===== src/rtl/sref_pkg.sv =====
package sref_pkg;
  typedef enum logic [2:0] {
    ST_NORM  = 3'd0,
    ST_PRE   = 3'd1,
    ST_ENTER = 3'd2,
    ST_SELF  = 3'd3,
    ST_EXIT  = 3'd4,
    ST_POST  = 3'd5
  } sr_state_e;
endpackage


===== src/rtl/sref_ctr.sv =====
// Saturating up-counter with synchronous clear.
module sref_ctr #(
  parameter int W        = 8,
  parameter int MAX      = 255,
  parameter bit RST_FULL = 1'b0
) (
  input  logic         clk,
  input  logic         rst_n,
  input  logic         clr,
  input  logic         en,
  output logic [W-1:0] cnt
);
  localparam logic [W-1:0] MAXV = W'(MAX);
  localparam logic [W-1:0] RSTV = RST_FULL ? MAXV : '0;

  always_ff @(posedge clk or negedge rst_n) begin
    if (!rst_n) begin
      cnt <= RSTV;
    end else if (clr) begin
      cnt <= '0;
    end else if (en && (cnt != MAXV)) begin
      cnt <= cnt + 1'b1;
    end
  end
endmodule


===== src/rtl/sref_fsm.sv =====
// Next-state logic for the self refresh sequencer.
module sref_fsm
  import sref_pkg::*;
#(
  parameter int CW      = 8,
  parameter int AW      = 8,
  parameter int T_WIN   = 200,
  parameter int T_RASS  = 60,
  parameter int T_RPS   = 4,
  parameter int T_CSR   = 2,
  parameter int PRE_LEN = 10
) (
  input  sr_state_e         state_q,
  input  logic [CW-1:0]     tmr,
  input  logic [AW-1:0]     age,
  input  logic              sr_req,
  input  logic              ext_cbr_start,
  output sr_state_e         state_d,
  output logic              err_set
);
  localparam logic [AW-1:0] SKIP_LIM = AW'(T_WIN - T_CSR);
  localparam logic [CW-1:0] PRE_END  = CW'(PRE_LEN - 1);
  localparam logic [CW-1:0] ENT_END  = CW'(T_CSR - 1);
  localparam logic [CW-1:0] LOW_MIN  = CW'(T_RASS - 1);
  localparam logic [CW-1:0] RPS_END  = CW'(T_RPS - 1);
  localparam logic [CW-1:0] POST_END = CW'(T_WIN - T_RPS - 1);

  always_comb begin
    state_d = state_q;
    err_set = 1'b0;
    unique case (state_q)
      ST_NORM:  if (sr_req) state_d = (age < SKIP_LIM) ? ST_ENTER : ST_PRE;
      ST_PRE:   if (tmr == PRE_END) state_d = ST_ENTER;
      ST_ENTER: if (tmr == ENT_END) state_d = ST_SELF;
      ST_SELF:  if (!sr_req && (tmr >= LOW_MIN)) state_d = ST_EXIT;
      ST_EXIT:  if (tmr == RPS_END) state_d = ST_POST;
      ST_POST: begin
        if (ext_cbr_start) begin
          state_d = ST_NORM;
        end else if (tmr == POST_END) begin
          state_d = ST_NORM;
          err_set = 1'b1;
        end
      end
      default:  state_d = ST_NORM;
    endcase
  end
endmodule


===== src/rtl/sref_pins.sv =====
// Decodes the DRAM control pins from the state and the in-state timer.
module sref_pins
  import sref_pkg::*;
#(
  parameter int CW    = 8,
  parameter int T_CSR = 2,
  parameter int T_CBR = 5
) (
  input  sr_state_e     state,
  input  logic [CW-1:0] tmr,
  output logic          ras_n,
  output logic          cas_n,
  output logic          we_n,
  output logic          pin_own,
  output logic          sr_ack,
  output logic          refresh_now
);
  localparam logic [CW-1:0] RAS_ON  = CW'(T_CSR);
  localparam logic [CW-1:0] RAS_OFF = CW'(T_CSR + T_CBR);

  assign we_n = 1'b1;

  always_comb begin
    ras_n       = 1'b1;
    cas_n       = 1'b1;
    pin_own     = 1'b0;
    sr_ack      = 1'b0;
    refresh_now = 1'b0;
    unique case (state)
      ST_PRE: begin
        pin_own = 1'b1;
        cas_n   = !(tmr < RAS_OFF);
        ras_n   = !((tmr >= RAS_ON) && (tmr < RAS_OFF));
      end
      ST_ENTER: begin
        pin_own = 1'b1;
        cas_n   = 1'b0;
      end
      ST_SELF: begin
        pin_own = 1'b1;
        cas_n   = 1'b0;
        ras_n   = 1'b0;
        sr_ack  = 1'b1;
      end
      ST_EXIT:  pin_own = 1'b1;
      ST_POST:  refresh_now = 1'b1;
      default:  ;
    endcase
  end
endmodule


===== src/rtl/sref_sequencer.sv =====
// Self refresh entry/exit sequencer top level.
module sref_sequencer
  import sref_pkg::*;
#(
  parameter int T_WIN  = 12500,
  parameter int T_RASS = 10000,
  parameter int T_RPS  = 9,
  parameter int T_CSR  = 1,
  parameter int T_CBR  = 5,
  parameter int T_CBRP = 3
) (
  input  logic       clk,
  input  logic       rst_n,
  input  logic       sr_req,
  input  logic       ext_cbr_start,
  output logic       sr_ack,
  output logic       pin_own,
  output logic       refresh_now,
  output logic       ras_n,
  output logic       cas_n,
  output logic       we_n,
  output logic [2:0] sr_state,
  output logic       win_err
);
  localparam int PRE_LEN = T_CSR + T_CBR + T_CBRP;
  localparam int CMAX0   = (T_WIN > T_RASS) ? T_WIN : T_RASS;
  localparam int CMAX    = (CMAX0 > PRE_LEN) ? CMAX0 : PRE_LEN;
  localparam int CW      = $clog2(CMAX + 1);
  localparam int AW      = $clog2(T_WIN + 1);

  sr_state_e     state_q, state_d;
  logic [CW-1:0] tmr;
  logic [AW-1:0] age;
  logic          err_set;
  logic          tmr_clr, age_clr;

  assign tmr_clr = (state_d != state_q);
  assign age_clr = (ext_cbr_start && ((state_q == ST_NORM) || (state_q == ST_POST)))
                 || ((state_q == ST_PRE) && (tmr == CW'(T_CSR)));

  sref_ctr #(.W(CW), .MAX(CMAX), .RST_FULL(1'b0)) u_tmr (
    .clk(clk), .rst_n(rst_n), .clr(tmr_clr), .en(1'b1), .cnt(tmr)
  );

  sref_ctr #(.W(AW), .MAX(T_WIN), .RST_FULL(1'b1)) u_age (
    .clk(clk), .rst_n(rst_n), .clr(age_clr), .en(1'b1), .cnt(age)
  );

  sref_fsm #(
    .CW(CW), .AW(AW), .T_WIN(T_WIN), .T_RASS(T_RASS), .T_RPS(T_RPS),
    .T_CSR(T_CSR), .PRE_LEN(PRE_LEN)
  ) u_fsm (
    .state_q(state_q), .tmr(tmr), .age(age), .sr_req(sr_req),
    .ext_cbr_start(ext_cbr_start), .state_d(state_d), .err_set(err_set)
  );

  sref_pins #(.CW(CW), .T_CSR(T_CSR), .T_CBR(T_CBR)) u_pins (
    .state(state_q), .tmr(tmr), .ras_n(ras_n), .cas_n(cas_n), .we_n(we_n),
    .pin_own(pin_own), .sr_ack(sr_ack), .refresh_now(refresh_now)
  );

  always_ff @(posedge clk or negedge rst_n) begin
    if (!rst_n) begin
      state_q <= ST_NORM;
    end else begin
      state_q <= state_d;
    end
  end

  always_ff @(posedge clk or negedge rst_n) begin
    if (!rst_n) begin
      win_err <= 1'b0;
    end else if (err_set) begin
      win_err <= 1'b1;
    end
  end

  assign sr_state = state_q;
endmodule


===== config.mk =====
export PLATFORM = sky130hd
export DESIGN_NAME = sref_sequencer
export DESIGN_NICKNAME = d
export VERILOG_FILES = /design/src/rtl/sref_pkg.sv /design/src/rtl/sref_ctr.sv /design/src/rtl/sref_fsm.sv /design/src/rtl/sref_pins.sv /design/src/rtl/sref_sequencer.sv
export SDC_FILE = /design/constraint.sdc
export NUM_CORES = 1
export LEC_CHECK = 0
export BUFFER_PORTS_ARGS = -buffer_cell sky130_fd_sc_hd__buf_4
export CAP_MARGIN = 10
export CORE_MARGIN = 2
export CORE_UTILIZATION = 55
export DETAILED_ROUTE_END_ITERATION = 8
export PLACE_DENSITY = 0.74
export RECOVER_POWER = 25
export SYNTH_ARGS = -nofsm -noshare
export SYNTH_HDL_FRONTEND = slang
export SYNTH_SLANG_ARGS = --single-unit

===== constraint.sdc =====
create_clock -name clk -period 2.74 [get_ports clk]
set_input_delay 0.137 -clock clk [delete_from_list [all_inputs] [get_ports clk]]
set_output_delay 0.137 -clock clk [all_outputs]
set_load 0.02 [all_outputs]

==> flow_summary.json, run 1 <==
{
  "drive_gt1_share_pct": 14.5,
  "violations": "capacitance limit, slew limit",
  "grt_usage_pct": 21.9,
  "syn_avg_cell_area_um2": 8.84,
  "area_growth_pct": 9.83,
  "rsz0062_at_grt": "no",
  "vias": 1656,
  "leakage_nw": 0.943,
  "ioPinCount": 14,
  "cpLargestDelayFamily": "compound AO/OA/AOI/OAI gates",
  "io_buffers": 12,
  "cts_root_buffer": "clkbuf_4",
  "worst-path-max-fanout": 5,
  "start_kind": "flop",
  "firstDrtPassIters": 4,
  "yosysWarnings": 0,
  "synth_seq_cells": 32,
  "cpPeakStageDelay_ns": 0.51,
  "tns_ns": 0,
  "cp_cell_sequence": "nor4_1, buf_4, nor2b_1, nand2_1, a2111oi_1, a21oi_1, buf_4",
  "ys_async_sr_fraction_pct": 100,
  "tightestPinTransition_ns": 1.67,
  "min_path_type": "input pin to flop",
  "remaining_drc_errors": 0,
  "slew_viol_final": 33,
  "finClkSkew_ns": 0.00744,
  "cts_tree": "done",
  "nFillCells": 310,
  "yosysMostFrequentCell": "nor2_1",
  "overflow": 0,
  "hpwl_um": 2940,
  "synth_edf_count": 0,
  "ys.flop_type": "dfrtp_1",
  "grt_pass1_wl_um": 7030,
  "finalHoldViolations": 0,
  "antennaDiodeCount": 0,
  "status": "finished with violations",
  "die_y_um": 64.3,
  "hold_ws_ns": 0.0120,
  "end_kind": "output pin",
  "setup_viol": 0,
  "path_class": "flop to output pin",
  "cts_sinks": 32,
  "arrival_ns": 2.37,
  "cp_slowest_cell": "a2111oi_1",
  "power.density_nw_per_um2": 779,
  "synth_cell_types": 47,
  "worst_slack_ns": 0.234,
  "synth_area_leaders": "dfrtp_1 (33%), dfstp_2 (7.9%), nor2_1 (6.8%), xor2_1 (6.6%), ha_1 (4.4%)",
  "die_width_um": 64.3,
  "wl_um": 4040,
  "synth_area_um2": 2000,
  "grt_antenna_before_repair": 0,
  "p_total_mw": 1.71,
  "grt_pass1_vias": 1493,
  "clock_insertion_delay_worst_skew_ns": 0.32,
  "rows": 21,
  "core_region_area_um2": 3420,
  "finalCriticalPeriod_ns": 2.51,
  "relSlewSlack_pct": -11.1,
  "synth_nets": 237,
  "synth_common_cells": "nor2_1 (36), dfrtp_1 (26), nand2_1 (18), xor2_1 (15), nand4_1 (12)",
  "die_area_um2": 4130,
  "clk_path_buf_depth": 2,
  "cts-buffers-inserted": 5,
  "cp_data_required_time_ns": 2.60,
  "yosys.area.top_type": "dfrtp_1",
  "nets": 251,
  "finalInstanceArea_um2": 2190,
  "dp_slack_ns": 0.382,
  "drv_cap": 1,
  "ant_nets": 0,
  "path_buf_inv": 2,
  "drtIter0Drc": 111,
  "clk_pin_slew_ns": 0.10,
  "post_drt_wl_per_cell_um": 14.1,
  "initial_core_util_pct": 58.5,
  "ir_drop_v": 0.000331,
  "cts-htree-levels": 2,
  "grt_max_degree": 33,
  "yosysTopAreaCellShare_pct": 32.6,
  "seq_area_frac_synth_pct": 40.5,
  "vias_per_cell": 5.77,
  "utilization_pct": 64.2,
  "syn_inst": 226,
  "fin_crit_sh_pct": 91.4,
  "gp_congestion": 0.983,
  "timing.fmax_mhz": 399,
  "dp_cells": 278,
  "dpl_cell_area_um2": 2120,
  "finalNonFillerCells": 287,
  "crit_top_cell": "buf_4"
}
-- path summary, 6_finish.rpt --
path,start,end,slack (ns),depth (start not counted)
worst max-delay path,u_tmr.cnt[8],ras_n,0.23,7
worst min-delay path,ext_cbr_start,win_err,0.01,2
worst max register to register,u_tmr.cnt[6],u_tmr.cnt[3],0.36,6
worst min register to register,win_err,win_err,0.47,2
max in group asynchronous,rst_n,win_err,1.01,2
min in group asynchronous,rst_n,u_age.cnt[10],0.77,2
-- worst register-to-register path: cells and delay by family (launching register included) --
kind | cells | cell delay (ns)
AND/OR/NAND/NOR | 3 | 1.22
AO/OA/AOI/OAI | 3 | 0.60
flip-flops | 1 | 0.48
-- routing by layer --
layer  global-route usage, %  vias to the layer above  share of wire, %
met4                    8.24                        0               1.9
li1                        -                      832                 -
met2                    31.4                       42                44
met1                    32.4                      773                49
met3                    4.40                        9               5.5
met5                       0                        -                 0
-- repair_timing --
| action | 4_1_cts | 5_1_grt |
|---|---|---|
| hold endpoints to repair | 26 | 0 |
| hold buffers | 1 | 0 |
| setup endpoints to repair | 0 | 2 |
| buffers inserted | 0 | 0 |
| gates resized for setup | 0 | 2 |
-- cell usage in the layout (no fill, tap or decap), types with 3 or more instances in the layout --
master / instances
xnor2_1: 9
buf_4: 13
o211ai_1: 4
dfstp_2: 6
nand2_1: 18
nand3_1: 11
nor4_1: 4
o21ai_0: 6
clkbuf_4: 5
and4_1: 4
xor2_1: 15
a21oi_1: 10
inv_1: 9
ha_1: 7
and3_1: 5
nor2b_1: 3
dfrtp_1: 26
nor3_1: 3
nand4_1: 12
nor2_1: 36
-- registers in the layout, summed over array words and instances, names as in the netlist --
signal     flops
u_age.cnt     14
u_tmr.cnt     14
sr_state       3
win_err        1
-- logic make-up (layout without fill, tap and decap cells) --
| family | Yosys count | in the layout | share of synthesized area (%) |
|---|---|---|---|
| and+or+nand+nor | 114 | 114 | 30.0 |
| DFF | 32 | 32 | 40.5 |
| AOI/OAI and AO/OA | 31 | 31 | 10.6 |
| xor gates and xnor gates | 24 | 24 | 10.5 |
| buffers and inverters | 17 | 32 | 3.82 |
| adders and majority gates | 7 | 7 | 4.38 |
| other | 1 | 1 | 0.188 |
-- where the power goes --
part / leakage [nW] / internal (mW) / total [mW] / switching (mW)
registers: 0.399 / 0.584 / 0.762 / 0.178
clock network: 0.0315 / 0.126 / 0.285 / 0.160
logic: 0.512 / 0.274 / 0.662 / 0.388
-- cell type report --
cell class | count | area [um2] | share of cell area [%]
flip-flops and latches | 32 | 808 | 36.8
clock buffers | 7 | 55.1 | 2.51
repair buffers | 15 | 111 | 5.07
clock inverters | 1 | 7.51 | 0.342
well taps | 46 | 57.6 | 2.62
multi-input cells | 177 | 1120 | 51.1
inverters | 9 | 33.8 | 1.54
Power figures use the tool's default switching activity.
==> run 2: changes to the inputs <==
- PLACE_DENSITY: 0.74 -> 0.79
- REMOVE_ABC_BUFFERS: unset -> 1
==> run 2 against run 1 <==
  * The flow still finishes with violations (capacitance limit, slew limit)
  * Cell area is 1.7% higher
  * Count of clock-buffer cells in the layout is 1 higher
  * Core utilization up 1.1 points
  * Register-to-register slack lost 0.098 ns
  * Hold slack better by 0.25 ns
  * Sequential cell count unchanged
  * Critical path depth unchanged
  * Maximum frequency rose by 1.1%
  * Die area is the same
  * First-iteration DRC count up 35%
  * Critical endpoint is now u_tmr.cnt[3]
  * Largest cell class unchanged
  * Highest routed layer unchanged
==> flow_summary.json, run 2 (synthesis gave the netlist of run 1 again) <==
{
  "p_total_mw": 1.77,
  "drtIter0Drc": 150,
  "cts_sinks": 32,
  "grt_pass1_vias": 1546,
  "p_clk_share_pct": 17.4,
  "ir_drop_v": 0.000323,
  "cp_data_required_time_ns": 2.97,
  "io_buffers": 12,
  "clk_pin_slew_ns": 0.10,
  "drive_gt1_share_pct": 15.5,
  "cts-buffers-inserted": 5,
  "vias_per_cell": 5.71,
  "end_kind": "flop",
  "grt_antenna_before_repair": 0,
  "grt_usage_pct": 22.5,
  "p_sw_share_pct": 41.8,
  "cts-htree-levels": 2,
  "cts_setup_buffers": 0,
  "finalHoldViolations": 0,
  "dpl_cell_area_um2": 2140,
  "relSlewSlack_pct": -13.5,
  "gp_congestion": 0.920,
  "slew_viol_final": 33,
  "grt_max_degree": 33,
  "timing.fmax_mhz": 403,
  "tns_ns": 0,
  "nets": 255,
  "reg2reg_from": "u_age.cnt[0]",
  "violations": "capacitance limit, slew limit",
  "crit_start": "u_age.cnt[0]",
  "cpPeakStageDelay_ns": 0.46,
  "start_kind": "flop",
  "switchingPower_mw": 0.741,
  "wl_um": 4030,
  "min_path_type": "input pin to flop",
  "rows": 21,
  "die_y_um": 64.3,
  "final_cell_mix": "nor2_1 (36), dfrtp_1 (26), nand2_1 (18), buf_4 (16), xor2_1 (15)",
  "antennaDiodeCount": 0,
  "drv_cap": 1,
  "overflow": 0,
  "final_common_cell": "nor2_1",
  "core_region_area_um2": 3420,
  "arrival_ns": 2.71,
  "finalCriticalPeriod_ns": 2.48,
  "clk_path_buf_depth": 2,
  "power.density_nw_per_um2": 793,
  "die_area_um2": 4130,
  "cts_root_buffer": "clkbuf_4",
  "tightestPinTransition_ns": 1.70,
  "initial_core_util_pct": 58.5,
  "remaining_drc_errors": 0,
  "intPower_mw": 1.03,
  "hold_start": "sr_req",
  "dp_slack_ns": 0.260,
  "vias": 1662,
  "clock_insertion_delay_worst_skew_ns": 0.33,
  "fin_crit_sh_pct": 90.5,
  "cp_slowest_cell": "dfrtp_1",
  "cts_tree": "done",
  "ant_nets": 0,
  "finalInstanceArea_um2": 2230,
  "dp_cells": 281,
  "pwr-share-comb_pct": 39.6,
  "cp_cell_sequence": "ha_1, nor4_1, o21ai_0, and4_1, a211oi_1, nand4_2, nor3b_1",
  "leakage_nw": 0.969,
  "grt_pass1_wl_um": 7210,
  "ioPinCount": 14,
  "finalNonFillerCells": 291,
  "post_drt_wl_per_cell_um": 13.8,
  "status": "finished with violations",
  "firstDrtPassIters": 4,
  "finClkSkew_ns": 0.00815,
  "hpwl_um": 2890,
  "seqPwrFrac_pct": 43.0,
  "setup_viol": 0,
  "path_class": "flop to flop",
  "worst-path-max-fanout": 14,
  "rsz0062_at_grt": "no",
  "area_growth_pct": 11.7,
  "die_width_um": 64.3,
  "worst_slack_ns": 0.262
}
## run 2: cell types whose count changed in the layout (fill, tap and decap cells not counted)
cell	change
buf_4	+3
a2111oi_1	-1
a2111oi_2	+1
clkbuf_8	+1
clkinvlp_4	-1
dlygate4sd3_1	+1
nor4_1	+1
nor4_2	-1
## run 2: worst paths after layout
check                                to  slack (ns)  cells after the start
min                         sr_state[1]        0.26                      4
max reg2reg                u_tmr.cnt[3]        0.26                      7
max in group asynchronous       win_err        0.97                      2
min reg2reg                     win_err        0.48                      2
max                        u_tmr.cnt[3]        0.26                      7
min in group asynchronous  u_age.cnt[8]        0.78                      2
## run 2: repair_timing
item	CTS	global route
endpoints found under the setup margin	0	2
hold buffers	2	0
hold endpoints to repair	27	0
resized for setup	0	2
## run 2: power by group through the flow
stage / sequential (mW) / clock [mW] / combinational, mW
3_5_place_dp: 0.758 / 0 / 0.689
2_1_floorplan: 0.734 / 0 / 0.473
6_report: 0.761 / 0.308 / 0.701
4_1_cts: 0.750 / 0.322 / 0.694
3_3_place_gp: 0.755 / 0 / 0.681
5_1_grt: 0.781 / 0.341 / 0.800
## run 2: layout make-up
type	instances	area, um2
fillers	278	1180
inverters	9	33.8
well taps	46	57.6
repair buffers	19	144
flip-flops and latches	32	808
multi-input cells	177	1120
clock buffers	8	68.8
## run 2: per-stage QoR
stage          hold WS, ns  utilization, %
6_report             0.263            65.3
5_1_grt              0.279            65.3
4_1_cts              0.250            65.3
3_5_place_dp        0.0992            62.7
3_3_place_gp        0.0959            62.7
2_1_floorplan       -0.159               -
## run 2: layer usage
metal	vias to the layer above	track usage, %	part of all wire, %
met4	0	7.18	1.0
met1	789	33.1	51
li1	840	-	-
met3	5	5.46	4.2
met2	28	32.3	44
met5	-	0	0
## run 2: worst max-delay path: cells and delay by family (launching register included)
kind                     cells  cell delay (ns)
AO/OA/AOI/OAI                2             0.40
adder cells (fa/ha/maj)      1             0.32
AND/OR/NAND/NOR              4             1.19
flip-flops                   1             0.46
